<file path="config.mk">
export PLATFORM = sky130hd
export DESIGN_NAME = capcmp_timer
export DESIGN_NICKNAME = d
export VERILOG_FILES = /design/src/rtl/tmr_pkg.sv /design/src/rtl/tmr_sync.sv /design/src/rtl/tmr_tick_gen.sv /design/src/rtl/tmr_irq_fsm.sv /design/src/rtl/capcmp_timer.sv
export SDC_FILE = /design/constraint.sdc
export NUM_CORES = 1
export LEC_CHECK = 0
export BUFFER_PORTS_ARGS = -buffer_cell sky130_fd_sc_hd__buf_2
export CAP_MARGIN = 10
export CORE_ASPECT_RATIO = 1.75
export CORE_UTILIZATION = 35
export CTS_CLUSTER_DIAMETER = 100
export DETAILED_ROUTE_END_ITERATION = 7
export GPL_ROUTABILITY_DRIVEN = 0
export PLACE_DENSITY_LB_ADDON = 0.12
export SYNTH_ARGS = -nofsm -noshare
export SYNTH_HDL_FRONTEND = slang
export SYNTH_HIERARCHICAL = 1
export SYNTH_SLANG_ARGS = --single-unit
</file>
<file path="constraint.sdc">
create_clock -name clk -period 4 [get_ports clk]
set_clock_uncertainty 0.05 [all_clocks]
set_input_delay 0 -clock clk [delete_from_list [all_inputs] [get_ports clk]]
set_output_delay 0 -clock clk [all_outputs]
set_load 0.005 [all_outputs]
</file>
<file path="src/rtl/tmr_pkg.sv">
package tmr_pkg;
    localparam int CTRL_W     = 11;
    localparam int SEL_W      = 4;
    localparam int CF_RUN     = 0;
    localparam int CF_MODE_LO = 1;
    localparam int CF_HALT    = 4;
    localparam int CF_ACK     = 5;
    localparam int CF_SEL_LO  = 6;
    localparam int CF_DOWN    = 10;

    typedef enum logic [2:0] {
        CM_FREE     = 3'b000,
        CM_TOGGLE   = 3'b001,
        CM_PULSE    = 3'b010,
        CM_CAP_FALL = 3'b011,
        CM_CAP_RISE = 3'b100,
        CM_CAP_2ND  = 3'b101,
        CM_CAP_4TH  = 3'b110,
        CM_CAP_8TH  = 3'b111
    } cc_mode_e;

    typedef enum logic [1:0] {
        IRQ_IDLE  = 2'b00,
        IRQ_PEND  = 2'b01,
        IRQ_ARMED = 2'b10
    } irq_st_e;
endpackage

</file>
<file path="src/rtl/tmr_sync.sv">
module tmr_sync #(
    parameter int LANES  = 2,
    parameter int STAGES = 2
) (
    input  logic             clk,
    input  logic             rst_n,
    input  logic [LANES-1:0] din,
    output logic [LANES-1:0] q,
    output logic [LANES-1:0] q_d
);
    for (genvar l = 0; l < LANES; l++) begin : g_lane
        logic [STAGES:0] sh;
        always_ff @(posedge clk) begin
            if (!rst_n) sh <= '0;
            else        sh <= {sh[STAGES-1:0], din[l]};
        end
        assign q[l]   = sh[STAGES-1];
        assign q_d[l] = sh[STAGES];
    end
endmodule

</file>
<file path="src/rtl/tmr_tick_gen.sv">
module tmr_tick_gen #(
    parameter int DIV_W = 7,
    parameter int SEL_W = 4
) (
    input  logic             clk,
    input  logic             rst_n,
    input  logic             active,
    input  logic [SEL_W-1:0] sel,
    input  logic             evt_rise,
    output logic             tick
);
    localparam logic [DIV_W-1:0] ONE = DIV_W'(1);
    localparam logic [SEL_W-1:0] EXT_CODE = '1;

    logic [DIV_W-1:0] div_cnt;
    logic [DIV_W:0]   one_hot;
    logic [DIV_W-1:0] mask;
    logic             div_ok;
    int               k;

    always_ff @(posedge clk) begin
        if (!rst_n || !active) div_cnt <= '0;
        else                   div_cnt <= div_cnt + ONE;
    end

    always_comb begin
        div_ok = 1'b0;
        k      = 0;
        if (int'(sel) <= 1) begin
            div_ok = 1'b1;
        end else if (int'(sel) <= DIV_W + 1) begin
            div_ok = 1'b1;
            k      = int'(sel) - 1;
        end
        one_hot = (DIV_W+1)'(1) << k;
        mask    = one_hot[DIV_W-1:0] - ONE;
        tick    = active && (((sel == EXT_CODE) && evt_rise) ||
                             (div_ok && ((div_cnt & mask) == mask)));
    end
endmodule

</file>
<file path="src/rtl/tmr_irq_fsm.sv">
module tmr_irq_fsm
    import tmr_pkg::*;
(
    input  logic clk,
    input  logic rst_n,
    input  logic event_i,
    input  logic ack_i,
    output logic irq_o
);
    irq_st_e st, st_nxt;

    always_ff @(posedge clk) begin
        if (!rst_n) st <= IRQ_IDLE;
        else        st <= st_nxt;
    end

    always_comb begin
        st_nxt = st;
        unique case (st)
            IRQ_IDLE:  if (event_i) st_nxt = IRQ_PEND;
            IRQ_PEND:  if (ack_i)   st_nxt = IRQ_ARMED;
            IRQ_ARMED: if (!ack_i)  st_nxt = event_i ? IRQ_PEND : IRQ_IDLE;
            default:                st_nxt = IRQ_IDLE;
        endcase
    end

    always_comb irq_o = (st != IRQ_IDLE);

    // holding the acknowledge bit at 1 never drops the interrupt
    p_ack_high_keeps_r12: assert property (@(posedge clk) disable iff (!rst_n)
        (irq_o && ack_i) |=> irq_o);
    // the falling half of the sequence clears when no new event arrives
    p_clear_done_r12: assert property (@(posedge clk) disable iff (!rst_n)
        (st == IRQ_ARMED && !ack_i && !event_i) |=> !irq_o);
endmodule

</file>
<file path="src/rtl/capcmp_timer.sv">
module capcmp_timer
    import tmr_pkg::*;
#(
    parameter int CNT_W       = 16,
    parameter int DIV_W       = 7,
    parameter int SYNC_STAGES = 2
) (
    input  logic              clk,
    input  logic              rst_n,
    input  logic [10:0]       ctrl,
    input  logic [CNT_W-1:0]  cmp_val,
    input  logic              dbg_req,
    input  logic              cap_pin,
    input  logic              evt_pin,
    output logic [CNT_W-1:0]  count,
    output logic [CNT_W-1:0]  cap_val,
    output logic              cmp_out,
    output logic              irq
);
    localparam logic [CNT_W-1:0] CNT_ONE = CNT_W'(1);

    logic             run, halt_en, ack, down;
    logic [SEL_W-1:0] sel;
    cc_mode_e         mode, mode_q;

    assign run     = ctrl[CF_RUN];
    assign mode    = cc_mode_e'(ctrl[CF_MODE_LO +: 3]);
    assign halt_en = ctrl[CF_HALT];
    assign ack     = ctrl[CF_ACK];
    assign sel     = ctrl[CF_SEL_LO +: SEL_W];
    assign down    = ctrl[CF_DOWN];

    logic active, tick, hit, cap_fire, nth_mode;
    logic [1:0] s_q, s_qd;
    logic cap_rise, cap_fall, evt_rise;
    logic [CNT_W-1:0] cnt_nxt;
    logic [2:0] ecnt, elim;

    assign active = run && !(halt_en && dbg_req);

    tmr_sync #(.LANES(2), .STAGES(SYNC_STAGES)) u_sync (
        .clk(clk), .rst_n(rst_n), .din({evt_pin, cap_pin}), .q(s_q), .q_d(s_qd)
    );
    assign cap_rise = s_q[0] & ~s_qd[0];
    assign cap_fall = ~s_q[0] & s_qd[0];
    assign evt_rise = s_q[1] & ~s_qd[1];

    tmr_tick_gen #(.DIV_W(DIV_W), .SEL_W(SEL_W)) u_tick (
        .clk(clk), .rst_n(rst_n), .active(active), .sel(sel),
        .evt_rise(evt_rise), .tick(tick)
    );

    assign cnt_nxt = down ? count - CNT_ONE : count + CNT_ONE;
    assign hit     = tick && (cnt_nxt == cmp_val) &&
                     (mode == CM_TOGGLE || mode == CM_PULSE);

    always_comb begin
        nth_mode = 1'b1;
        unique case (mode)
            CM_CAP_2ND: elim = 3'd1;
            CM_CAP_4TH: elim = 3'd3;
            CM_CAP_8TH: elim = 3'd7;
            default: begin elim = 3'd0; nth_mode = 1'b0; end
        endcase
        unique case (mode)
            CM_CAP_FALL: cap_fire = active && cap_fall;
            CM_CAP_RISE: cap_fire = active && cap_rise;
            CM_CAP_2ND, CM_CAP_4TH, CM_CAP_8TH:
                cap_fire = active && cap_rise && (mode == mode_q) && (ecnt == elim);
            default:     cap_fire = 1'b0;
        endcase
    end

    always_ff @(posedge clk) begin
        if (!rst_n) begin
            count   <= '0;
            cap_val <= '0;
            cmp_out <= 1'b0;
            mode_q  <= CM_FREE;
            ecnt    <= '0;
        end else begin
            mode_q <= mode;
            if (tick) count <= cnt_nxt;
            if (cap_fire) cap_val <= count;
            if (mode != mode_q)
                ecnt <= '0;
            else if (nth_mode && active && cap_rise)
                ecnt <= (ecnt == elim) ? 3'd0 : ecnt + 3'd1;
            unique case (mode)
                CM_TOGGLE: cmp_out <= cmp_out ^ hit;
                CM_PULSE:  cmp_out <= hit;
                default:   cmp_out <= cmp_out;
            endcase
        end
    end

    tmr_irq_fsm u_irq (
        .clk(clk), .rst_n(rst_n), .event_i(hit | cap_fire), .ack_i(ack), .irq_o(irq)
    );

    // a stopped timer keeps its count
    p_hold_stopped_r2: assert property (@(posedge clk) disable iff (!rst_n)
        !run |=> $stable(count));
    // reserved tick codes never advance the count
    p_reserved_hold_r4: assert property (@(posedge clk) disable iff (!rst_n)
        (int'(sel) >= 9 && int'(sel) <= 14) |=> $stable(count));
    // debug halt freezes the count
    p_debug_halt_r7: assert property (@(posedge clk) disable iff (!rst_n)
        (halt_en && dbg_req) |=> $stable(count));
    // toggle output only moves when the count reached the operand
    p_toggle_on_match_r8: assert property (@(posedge clk) disable iff (!rst_n)
        ($past(mode) == CM_TOGGLE && !$stable(cmp_out)) |-> (count == $past(cmp_val)));
    // pulse output high only right after reaching the operand
    p_pulse_on_match_r9: assert property (@(posedge clk) disable iff (!rst_n)
        ($past(mode) == CM_PULSE && cmp_out) |-> (count == $past(cmp_val)));
endmodule

</file>
==> results_dict.tcl <==
set metrics [dict create \
    path_depth 25 \
    cts-root-buf "clkbuf_16" \
    crit_fanout 6 \
    postCtsSetupBuffers 0 \
    via_per_inst 5.36 \
    rsz0062_at_grt "false" \
    grt_pass1_vias 3290 \
    dr.first_iter.drc_count 89 \
    top_layer_used "met4" \
    hold_viol 0 \
    die_h_um 139 \
    dr_wl_met2_um 5440 \
    firstDrtPassIters 4 \
    cp-end-kind "flip-flop" \
    htreeDepth 2 \
    final-setup-viol-count 0 \
    status "complete, no violations" \
    slew_viol_final 0 \
    met1_length_um 4040 \
    powerDensity_nw_per_um2 283 \
    synth_edf_count 0 \
    cts_tree "done" \
    diodes 0 \
    numCtsBuffers 5 \
    cts_buffer_depth 2 \
    numClockSinks 54 \
    crit_path_start "ctrl[7]" \
    drtAntennaViolNets 0 \
    reg2reg_slack_ns 0.70 \
    synth_area_leaders "dfxtp_1 29%, mux2i_1 7.2%, ha_1 6.7%" \
    synth_cell_types 71 \
    critPathMostFrequentCell "nand2_1" \
    wl_met3_um 212 \
    crit_required_ns 4.19 \
    critPathBufInv 2 \
    min_period_over_period_pct 89.3 \
    syn-mean-instance-area_um2 8.53 \
    grt_max_degree 34 \
    drt_wl_total_um 9890 \
    reg2regPathDepth 12 \
    min_path_type "in2reg" \
    fmax_mhz 280 \
    grt_overflow 0 \
    slew_headroom_pct 27.0 \
    yosys_most_used_dff "dfxtp_1" \
    dp_hpwl_um 7470 \
    die_area_um2 11100 \
    drv_cap 0 \
    synth_seq_area_share_pct 28.9 \
    r2r_start "count[0]" \
    worstSetupPathType "in2reg" \
    synth-seq-cells 54 \
    synth_async_sr_flop_share_pct 0 \
    synth_top_cell_area_share_pct 28.9 \
    boundaryPins 66 \
    syn_area_um2 3740 \
    syn-num-nets 491 \
    regToRegEndpoint "u_irq/st[0]" \
    worstMarginPinSlew_ns 1.09 \
    nets 551 \
    p_leak_nw 2.03 \
    drive_above_1_share_pct 20.8 \
    critPathLaunchType "primary input" \
    grt_pass1_wl_um 16200 \
    num_vias 3358 \
    path_clk_slew_ns 0.08 \
    max_stage_delay_ns 0.34 \
    yosysWarningCount 6 \
    area_growth_pct 17.9 \
    drcViolationCount 0 \
    vdd_drop_max_uv 168 \
    syn-instance-count 438 \
    final_util_pct 42.8 \
    wl_per_cell_um 15.8 \
    rows 49 \
    synth_top_area_cell "dfxtp_1" \
    clk_latency_ns 0.30 \
    port-buffer-count 65 \
    critPathTopFamily "simple AND/OR/NAND/NOR gates" \
    worst_ep_arrival_time_ns 3.77 \
    layout_min_cycle_time_ns 3.57 \
    hold_ws_ns 0.0322 \
    die_w_um 80.1 \
    antenna_found_initial 0 \
    track_usage_pct 18.6 \
    coreArea_um2 10300 \
    start_util_pct 36.3 \
    cp_slowest_cell "ha_2" \
    crit_end "u_irq/st[0]" \
]
what timing repair did:
item | in CTS | in global routing
endpoints found under the setup margin | 0 | 1
hold buffers | 6 | 0
hold endpoints to repair | 7 | 0
gates resized for setup | 0 | 9
metrics by stage:
step	TNS [ns]	area, um^2	std cells	worst slack, ns	total power, W
after global placement	0	4150	612	0.102	0.000777
after CTS	0	4360	626	0.275	0.00126
after global routing	0	4400	626	0.0209	0.00131
final	0	4400	626	0.426	0.00125
after detailed placement	-0.0236	4150	612	-0.0236	0.000777
after floorplan	0	3740	438	0.235	0.000712
per-layer routing:
layer  up-vias  GRT usage (%)
met4         0           6.67
li1       1681              -
met3        15           1.71
met5         -              0
met1      1600           20.2
met2        62           35.9
report_power, final:
part | total [W] | switching, W | internal (W)
clock network | 0.000473 | 0.000232 | 0.000241
logic | 0.000227 | 0.000128 | 0.0000989
registers | 0.000548 | 0.00000447 | 0.000543
total | 0.00125 | 0.000364 | 0.000883
how the worst min path moves through the flow:
stage                 start                      to  slack [ns]  cells past startpoint
finish                rst_n             u_irq/st[0]        0.03                      2
floorplan             rst_n  u_sync/g_lane[0].sh[0]        0.07                      1
CTS                   rst_n             u_irq/st[0]        0.03                      2
global placement    cap_pin  u_sync/g_lane[0].sh[0]        0.16                      2
detailed placement  cap_pin  u_sync/g_lane[0].sh[0]        0.17                      2
global route          rst_n             u_irq/st[0]        0.05                      2
logic make-up after synthesis:
| group | Yosys count | share of synthesized area, % |
|---|---|---|
| compound gates | 93 | 18.5 |
| xor+xnor | 44 | 10.8 |
| fa+ha+maj | 21 | 7.23 |
| buf+inv | 32 | 4.45 |
| flops | 54 | 28.9 |
| mux | 28 | 7.64 |
| simple gates | 166 | 22.5 |
area by class of cell:
| class | count | area [um^2] |
|---|---|---|
| clock buffers | 5 | 125 |
| clock inverters | 3 | 28.8 |
| fillers | 1086 | 5900 |
| well taps | 127 | 159 |
| repair buffers | 79 | 445 |
| inverters | 6 | 22.5 |
| multi-input cells | 352 | 2540 |
| flip-flops and latches | 54 | 1080 |
flip-flops by register name (all words and copies together), names as in the netlist:
name and cells:
u_sync/g_lane.sh 6, ecnt 3, cmp_out 1, u_tick/div_cnt 7, mode_q 3, count 16
u_irq/st 2, cap_val 16
synthesized netlist by cell type (all sizes together) (2+ instances only):
cell	number
o21a	3
nand2	19
nand4b	2
nand3	16
a21boi	3
and3	8
a21o	13
o21ai	18
or2	2
buf	17
and2	11
xnor2	28
a211oi	11
a22oi	2
a31o	2
nand2b	7
a221oi	4
nor3	11
o211a	2
or3b	2
ha	20
xor2	15
a21oi	14
a2111oi	3
nor4	2
inv	6
nor2	60
o31ai	2
dfxtp	54
nor3b	2
nor2b	9
or3	4
a31oi	4
nand4	5
clkbuf	9
mux2i	27
cells in the final DEF (no fill, tap or decap), types with 5 or more instances in the layout:
cell type,n
a21o_1,13
nor2b_1,8
a21oi_1,13
ha_1,17
inv_1,5
buf_2,65
and2_1,11
dfxtp_1,54
a211oi_1,11
nor2_1,60
nand2b_1,5
nor3_1,10
nand4_1,5
clkbuf_16,5
o21ai_0,17
mux2i_1,27
xor2_1,15
buf_4,8
nand3_1,16
and3_1,7
nand2_1,19
dlygate4sd3_1,6
xnor2_1,28
Power figures use the tool's default switching activity.
